<file path="config.mk">
export PLATFORM = sky130hd
export DESIGN_NAME = irq_countdown_timer
export DESIGN_NICKNAME = d
export VERILOG_FILES = /design/src/rtl/irq_timer_pkg.sv /design/src/rtl/irq_timer_prescaler.sv /design/src/rtl/irq_timer_counter.sv /design/src/rtl/irq_timer_pending.sv /design/src/rtl/irq_countdown_timer.sv
export SDC_FILE = /design/constraint.sdc
export NUM_CORES = 1
export LEC_CHECK = 0
export BUFFER_PORTS_ARGS = -buffer_cell sky130_fd_sc_hd__buf_2
export CAP_MARGIN = 20
export CORE_MARGIN = 1
export CORE_UTILIZATION = 40
export DETAILED_ROUTE_END_ITERATION = 8
export HOLD_SLACK_MARGIN = 0.02
export PLACE_DENSITY = 0.62
export SKIP_CTS_REPAIR_TIMING = 1
export SYNTH_ARGS = -nofsm -noshare
export SYNTH_HDL_FRONTEND = slang
export SYNTH_HIERARCHICAL = 1
export SYNTH_SLANG_ARGS = --single-unit
</file>
<file path="constraint.sdc">
create_clock -name clk -period 3.1 [get_ports clk]
set_input_delay 0.62 -clock clk [delete_from_list [all_inputs] [get_ports clk]]
set_output_delay 0.62 -clock clk [all_outputs]
set_load 0.03 [all_outputs]
</file>
<file path="src/rtl/irq_timer_pkg.sv">
package irq_timer_pkg;
  localparam int VEC_W = 8;
  localparam int DIV_W = 8;

  localparam logic [3:0] ADDR_DIV  = 4'd0;
  localparam logic [3:0] ADDR_INIT = 4'd1;
  localparam logic [3:0] ADDR_CTRL = 4'd2;
  localparam logic [3:0] ADDR_ENT0 = 4'd3;

  localparam int F_MASK     = 16;
  localparam int F_PERIODIC = 17;

  typedef struct packed {
    logic             periodic;
    logic             masked;
    logic [VEC_W-1:0] vector;
  } entry_t;

  // divisor from the split field {cfg[3],cfg[1],cfg[0]}
  function automatic logic [DIV_W-1:0] decode_div(input logic [3:0] cfg);
    logic [2:0] sh;
    sh = {cfg[3], cfg[1], cfg[0]} + 3'd1;
    return DIV_W'(1) << sh;
  endfunction
endpackage

</file>
<file path="src/rtl/irq_timer_prescaler.sv">
module irq_timer_prescaler
  import irq_timer_pkg::*;
(
  input  logic       clk,
  input  logic       rst,
  input  logic       run,
  input  logic       restart,
  input  logic [3:0] div_cfg,
  output logic       tick
);
  logic [DIV_W-1:0] presc;
  logic [DIV_W-1:0] div_act;
  logic [DIV_W-1:0] div_new;

  assign div_new = decode_div(div_cfg);
  assign tick    = run && (presc == div_act - DIV_W'(1));

  always_ff @(posedge clk) begin
    if (rst) begin
      presc   <= '0;
      div_act <= decode_div(4'd0);
    end else if (restart || !run || tick) begin
      presc   <= '0;
      div_act <= div_new;
    end else begin
      presc <= presc + DIV_W'(1);
    end
  end

  // the phase counter never passes the active divisor
  assert_presc_range_R2: assert property (@(posedge clk) disable iff (rst)
    run |-> (presc < div_act));

  // a new divisor is only taken at a rollover or restart
  assert_div_at_rollover_R10: assert property (@(posedge clk) disable iff (rst)
    (run && !restart && !tick) |=> $stable(div_act));
endmodule

</file>
<file path="src/rtl/irq_timer_counter.sv">
module irq_timer_counter #(
  parameter int CNT_W = 32
) (
  input  logic             clk,
  input  logic             rst,
  input  logic             load,
  input  logic [CNT_W-1:0] load_val,
  input  logic [CNT_W-1:0] reload_val,
  input  logic             periodic,
  input  logic             tick,
  output logic [CNT_W-1:0] cnt,
  output logic             running,
  output logic             expire
);
  assign expire = running && tick && !load && (cnt == CNT_W'(1));

  always_ff @(posedge clk) begin
    if (rst) begin
      cnt     <= '0;
      running <= 1'b0;
    end else if (load) begin
      cnt     <= load_val;
      running <= (load_val != '0);
    end else if (running && tick) begin
      if (cnt == CNT_W'(1)) begin
        if (periodic) begin
          cnt <= reload_val;
        end else begin
          cnt     <= '0;
          running <= 1'b0;
        end
      end else begin
        cnt <= cnt - CNT_W'(1);
      end
    end
  end

  assert_idle_reads_zero_R4: assert property (@(posedge clk) disable iff (rst)
    !running |-> (cnt == '0));

  assert_step_R2: assert property (@(posedge clk) disable iff (rst)
    (running && tick && !load && cnt > CNT_W'(1)) |=> (cnt == $past(cnt) - CNT_W'(1)));

  assert_oneshot_stop_R5: assert property (@(posedge clk) disable iff (rst)
    (expire && !periodic) |=> !running);

  assert_periodic_reload_R6: assert property (@(posedge clk) disable iff (rst)
    (expire && periodic) |=> (cnt == $past(reload_val)));
endmodule

</file>
<file path="src/rtl/irq_timer_pending.sv">
module irq_timer_pending #(
  parameter int PEND_W = 4
) (
  input  logic              clk,
  input  logic              rst,
  input  logic              clear,
  input  logic              expire,
  input  logic              deliver,
  output logic [PEND_W-1:0] pend
);
  localparam logic [PEND_W-1:0] PMAX = '1;

  always_ff @(posedge clk) begin
    if (rst || clear) begin
      pend <= '0;
    end else begin
      unique case ({expire, deliver})
        2'b10:   if (pend != PMAX) pend <= pend + PEND_W'(1);
        2'b01:   if (pend != '0)   pend <= pend - PEND_W'(1);
        default: pend <= pend;
      endcase
    end
  end

  assert_clear_R3: assert property (@(posedge clk) disable iff (rst)
    clear |=> (pend == '0));

  assert_deliver_dec_R7: assert property (@(posedge clk) disable iff (rst)
    (deliver && !expire && !clear && pend != '0) |=> (pend == $past(pend) - PEND_W'(1)));

  assert_saturate_R8: assert property (@(posedge clk) disable iff (rst)
    (pend == PMAX && expire && !deliver && !clear) |=> (pend == PMAX));
endmodule

</file>
<file path="src/rtl/irq_countdown_timer.sv">
module irq_countdown_timer
  import irq_timer_pkg::*;
#(
  parameter int CNT_W       = 32,
  parameter int PEND_W      = 4,
  parameter int NUM_ENTRIES = 6,
  parameter int DATA_W      = 32
) (
  input  logic                   clk,
  input  logic                   rst,
  input  logic                   wr_en,
  input  logic [3:0]             wr_addr,
  input  logic [DATA_W-1:0]      wr_data,
  input  logic                   irq_ready,
  output logic                   irq_valid,
  output logic [VEC_W-1:0]       irq_vector,
  output logic [CNT_W-1:0]       cur_count,
  output logic [PEND_W-1:0]      pend_count,
  output logic [NUM_ENTRIES-1:0] entry_masked
);
  logic [3:0]       div_cfg;
  logic [CNT_W-1:0] init_val;
  logic             sw_en;
  logic             load;
  logic             dis_wr;
  logic             tick;
  logic             running;
  logic             expire;
  logic             deliver;
  entry_t           tmr_ent;

  assign load   = wr_en && (wr_addr == ADDR_INIT);
  assign dis_wr = wr_en && (wr_addr == ADDR_CTRL) && !wr_data[0];

  always_ff @(posedge clk) begin
    if (rst) begin
      div_cfg  <= '0;
      init_val <= '0;
      sw_en    <= 1'b0;
    end else if (wr_en) begin
      if (wr_addr == ADDR_DIV)  div_cfg  <= wr_data[3:0];
      if (wr_addr == ADDR_INIT) init_val <= wr_data[CNT_W-1:0];
      if (wr_addr == ADDR_CTRL) sw_en    <= wr_data[0];
    end
  end

  for (genvar g = 0; g < NUM_ENTRIES; g++) begin : g_ent
    entry_t ent_q;
    logic   hit;
    assign hit = wr_en && (wr_addr == 4'(ADDR_ENT0 + g));

    always_ff @(posedge clk) begin
      if (rst) begin
        ent_q <= '{periodic: 1'b0, masked: 1'b1, vector: '0};
      end else if (dis_wr) begin
        ent_q.masked <= 1'b1;
      end else if (hit) begin
        ent_q.vector   <= wr_data[VEC_W-1:0];
        ent_q.masked   <= wr_data[F_MASK] | !sw_en;
        ent_q.periodic <= (g == 0) ? wr_data[F_PERIODIC] : 1'b0;
      end
    end

    assign entry_masked[g] = ent_q.masked;
  end

  assign tmr_ent = g_ent[0].ent_q;

  irq_timer_prescaler u_presc (
    .clk     (clk),
    .rst     (rst),
    .run     (running),
    .restart (load),
    .div_cfg (div_cfg),
    .tick    (tick)
  );

  irq_timer_counter #(.CNT_W(CNT_W)) u_cnt (
    .clk        (clk),
    .rst        (rst),
    .load       (load),
    .load_val   (wr_data[CNT_W-1:0]),
    .reload_val (init_val),
    .periodic   (tmr_ent.periodic),
    .tick       (tick),
    .cnt        (cur_count),
    .running    (running),
    .expire     (expire)
  );

  irq_timer_pending #(.PEND_W(PEND_W)) u_pend (
    .clk     (clk),
    .rst     (rst),
    .clear   (load || dis_wr),
    .expire  (expire),
    .deliver (deliver),
    .pend    (pend_count)
  );

  assign irq_valid  = sw_en && !tmr_ent.masked && (pend_count != '0);
  assign irq_vector = tmr_ent.vector;
  assign deliver    = irq_valid && irq_ready;

  assert_disabled_masked_R9: assert property (@(posedge clk) disable iff (rst)
    !sw_en |-> (&entry_masked));

  assert_disable_clears_R9: assert property (@(posedge clk) disable iff (rst)
    dis_wr |=> ((pend_count == '0) && (&entry_masked)));

  assert_init_load_R3: assert property (@(posedge clk) disable iff (rst)
    load |=> (cur_count == $past(wr_data[CNT_W-1:0])));
endmodule

</file>
# After elaboration in Yosys (flattened, before gate mapping)
# Cells that the tools add are included.
word_totals:
  regBits: 105
  out_inout_bits: 51
classes:
  addsub: 6
  n_eq_ne: 16
  shift: 1
  n_mux: 11
  n_bitwise: 2
  n_reduce_logical: 39
op_table:
  columns: ["cell", "count"]
  rows:
  - ["32-bit 2-to-1 mux", 4]
  - ["32-bit by 1-bit == test with 1-bit output, second input constant", 1]
  - ["32-bit nonzero test", 1]
  - ["32-bit by 1-bit subtractor with 32-bit output, second input constant", 1]
  - ["4-bit by 3-bit == test with 1-bit output, second input constant", 4]
  - ["1-bit logical AND", 16]
  - ["8-bit by 1-bit adder with 8-bit output, second input constant", 1]
  - ["4-bit by 2-bit == test with 1-bit output, second input constant", 2]
  - ["8-bit == test", 1]
  - ["4-bit 2-to-1 mux", 2]
  - ["4-bit case mux with 2 select lines", 1]
  - ["2-bit AND reduction", 4]
  - ["1-bit by 3-bit << shifter with 8-bit output, first input constant", 1]
  - ["8-bit by 1-bit subtractor with 8-bit output, second input constant", 1]
  - ["3-bit AND reduction", 2]
  - ["2-bit nonzero test", 3]
  - ["1-bit logical NOT", 5]
  - ["4-bit by 1-bit adder with 4-bit output, second input constant", 1]
  - ["4-bit by 1-bit == test with 1-bit output, second input constant", 1]
  - ["4-bit == test, second input constant", 1]
  - ["4-bit logical NOT", 1]
  - ["1-bit logical OR", 4]
  - ["1-bit 2-to-1 mux", 4]
  - ["2-bit inequality test, second input constant", 2]
  - ["10 further kinds", 11]

# Depth between registers and ports, before layout
logic_depth:
  word_depth: 9
  mapped_depth: 15
  mapped_depth_nobuf: 14

# Modules after synthesis
# Netlist, hierarchy kept.
by_module_without_submodules:
  columns: ["mod", "instances", "cells_per_inst", "area_each_um2", "seq_area_each_um2"]
  rows:
  - ["irq_timer_counter", 1, 296, 2401.1, 660.6]
  - ["irq_countdown_timer", 1, 256, 2137.0, 1041.0]
  - ["irq_timer_prescaler", 1, 112, 1009.7, 320.3]
  - ["irq_timer_pending", 1, 29, 284.0, 80.1]

# Worst setup path after synthesis
# OpenSTA, ideal clock, no wires.
synth_timing:
  path_type: "register to register"
  from: "register u_presc.div_act[0]"
  to: "register u_pend.pend[2]"
  setup_time_ps: 87
  arrival_time_ps: 3031
  path_slack_ps: -18
  path_stages_with_launch: 16
  path_buffers: 1
  period_less_slack_ps: 3118
  cell_sequence: "dfxtp_1 inv_1 ha_1 buf_2 o21bai_1 a211oi_1 o21ai_2 a211oi_4 nand3b_1 nor3_1 nand2b_4 xnor2_1 ha_1 nor4_2 nor3_1 nor4b_2"
synth_between:
  elab_chain_len: 9
synth_rtl:
  columns: ["item", "line", "source"]
  rows:
  - ["start, declared", "irq_timer_prescaler.sv:12", "logic [DIV_W-1:0] div_act;"]
  - ["start signal, assigned", "irq_timer_prescaler.sv:21", "div_act <= decode_div(4'd0);"]
  - ["start signal, assigned", "irq_timer_prescaler.sv:24", "div_act <= div_new;"]
  - ["8-bit by 1-bit subtractor with 8-bit output *", "irq_timer_prescaler.sv:16", "assign tick = run && (presc == div_act - DIV_W'(1));"]
  - ["8-bit == test *", "irq_timer_prescaler.sv:16", null]
  - ["1-bit logical AND *", "irq_timer_prescaler.sv:16", null]
  - ["via tick", "irq_countdown_timer.sv:26", "logic tick;"]
  - ["1-bit logical AND * (3 in a row)", "irq_timer_counter.sv:15", "assign expire = running && tick && !load && (cnt == CNT_W'(1));"]
  - ["via expire", "irq_countdown_timer.sv:28", "logic expire;"]
  - ["2-bit == test or 2-bit by 1-bit == test with 1-bit output (tied branches)", "irq_timer_pending.sv:17", "unique case ({expire, deliver})"]
  - ["2-bit by 1-bit inequality test with 1-bit output (no source line) (tied with other cells)", null, null]
  - ["3-bit AND reduction (no source line)", null, null]
  - ["end signal, assigned", "irq_timer_pending.sv:18", "2'b10: if (pend != PMAX) pend <= pend + PEND_W'(1);"]
  - ["end signal, assigned", "irq_timer_pending.sv:19", "2'b01: if (pend != '0) pend <= pend - PEND_W'(1);"]
  - ["end signal, assigned", "irq_timer_pending.sv:20", "default: pend <= pend;"]
  - ["end, declared", "irq_timer_pending.sv:9", "output logic [PEND_W-1:0] pend"]
# The timed path passes the listed nets; every way through them passes the cells marked *.
# A chain may end at the register's enable or synchronous reset.

# Worst setup path in the final report
# Ends and elaborated chain as after synthesis.

==> qor.csv <==
metric;value;unit
worst_hold_slack;449;ps
drive_above_1_share;0.247;
dpl.hpwl;11600;um
path_class;flop to flop;
syn_avg_cell_area;8.41;um^2
multi_input_area;3420;um^2
cts_sinks;104;
start_util;0.414;
crit_chain;inv_2 > ha_4 > o21ba_1 > a221oi_2 > a41oi_2 > a211oi_4 > nand3b_1 > nor3_2 > nand2b_4 > xnor2_1 > ha_2 > nor4_4 > nor3_2 > nor4b_2;
startpoint_type;flop;
fillCellCount;1396;
pin_count;91;
gp_congestion;0.809;
syn_nets;734;
grt_pass1_vias;5405;
clk_path_buf_depth;2;
hold_viol_final;0;
final_antenna_net_count;0;
dieArea;15000;um^2
drv_cap;0;
synth_cells;689;
rows;43;
worst_pin_slew;604;ps
wire_per_inst;18.6;um
synth_area;5800;um^2
min_to;u_cnt/cnt[16]$_SDFFE_PP0P_;
power_density;420;nW/um^2
required;3370;ps
seq_area;2080;um^2
drc;0;
finalSetupViolCount;0;
grt_usage;0.238;
slowest_delay;330;ps
final_common_cell;dfxtp_1;
hold_path.class;flop to flop;
cts_tree;built;
core;14000;um^2
power.leakage;2.59;nW
rsz0062_at_grt;true;
skew;12.6;ps
clockRootBuffer;clkbuf_16;
clk_pin_slew;70;ps
maxSlewViolCount;0;
max_slew_margin;0.594;
num_vias;5627;
path_common_cell;nor3_2;
area_growth;16.0;%
nNetsFinal;803;
cts_inserted_buffers;9;
diodes;0;
insertion_delay;360;ps
hold_depth;1;
timing.rr.end;u_pend/pend[2]$_SDFFE_PP0P_;
grt-ovfl-total;0;
slowest_stage;dfxtp_2;
wirelength;17500;um
grt_pass1_wl;27800;um
r2r_start;u_presc/div_act[0]$_SDFFE_PP0P_;
portBuffers;90;
antenna_found_initial;0;
htree_levels;3;
vias_per_cell;5.97;
min-delay-start;init_val[16]$_SDFFE_PP0P_;
path_max_fanout;8;
finish.utilization;0.481;
peakVddDrop;0.000288;V
die-height;122;um
timing.final.crit_share;0.961;
drt_iter0_drc;429;
die-width;122;um
ff2ff_path_depth;14;
layout_min_cycle_time;2980;ps
firstDrtPassIters;5;
cp.arrival;3250;ps
worstSetupEndpointType;flop;
reg2reg_slack;120;ps
yosysWarnings;6;
status;finished clean;
grt_max_degree;48;
fmax;336;MHz
final_cell_mix;dfxtp_1 (102), buf_2 (90), nand3_1 (55);
[metal layers]
layer / share of wire / GRT usage
met3: 0.067 / 0.0465
met1: 0.45 / 0.315
met4: 0.018 / 0.0800
met5: 0 / 0
met2: 0.47 / 0.387
[state kept, by name, summed over array words and instances (netlist names), 3 cells and up]
name	cells
init_val	32
u_presc/presc	8
u_cnt/cnt	32
u_presc/div_act	8
irq_vector	8
div_cfg	3
entry_masked	6
u_pend/pend	4
[final cells by class]
type / count / area share
clock inverters: 2 / 0.00205
multi-input cells: 514 / 0.509
flip-flops and latches: 104 / 0.310
clock buffers: 13 / 0.0402
inverters: 9 / 0.00502
repair buffers: 120 / 0.100
well taps: 180 / 0.0335
[how the worst max path moves through the flow]
| stage | start | end | slack, ps | cells past startpoint |
|---|---|---|---|---|
| floorplan | u_presc/div_act[0]$_SDFFE_PP0P_ | u_pend/pend[2]$_SDFFE_PP0P_ | 5 | 15 |
| global placement | u_presc/div_act[0]$_SDFFE_PP0P_ | u_pend/pend[2]$_SDFFE_PP0P_ | 170 | 14 |
| detailed placement | u_presc/div_act[0]$_SDFFE_PP0P_ | u_pend/pend[2]$_SDFFE_PP0P_ | -50 | 14 |
| CTS | u_presc/div_act[0]$_SDFFE_PP0P_ | u_pend/pend[2]$_SDFFE_PP0P_ | -100 | 14 |
| global route | u_presc/div_act[1]$_SDFFE_PP1P_ | u_pend/pend[2]$_SDFFE_PP0P_ | -50 | 14 |
| finish | u_presc/div_act[0]$_SDFFE_PP0P_ | u_pend/pend[2]$_SDFFE_PP0P_ | 120 | 14 |
[critical path, delay by kind of cell, from the launching register on]
family	cells	cell delay, ps
flops	1	330
buf+inv	1	50
xor+xnor	1	80
compound gates	4	840
fa+ha+maj	2	390
simple gates	6	1190
[power by group]
part / internal [mW] / leakage, nW / switching, mW
sequential: 1.35 / 0.840 / 0.0164
combinational: 0.128 / 1.60 / 0.228
clock: 0.607 / 0.142 / 0.496
total: 2.09 / 2.59 / 0.741
[metrics by stage]
| stage | setup TNS, ps | setup WS (ps) | total power [mW] | cell area [um^2] | instances |
|---|---|---|---|---|---|
| after floorplan | 0 | 5.06 | 1.63 | 5800 | 689 |
| after global placement | 0 | 171 | 1.74 | 6360 | 923 |
| after detailed placement | -51.0 | -51.0 | 1.75 | 6360 | 923 |
| after CTS | -96.1 | -96.1 | 2.85 | 6650 | 938 |
| after global routing | -49.1 | -49.1 | 2.95 | 6730 | 942 |
| final | 0 | 120 | 2.83 | 6730 | 942 |
Note: power is estimated with default switching activity, not from simulation.
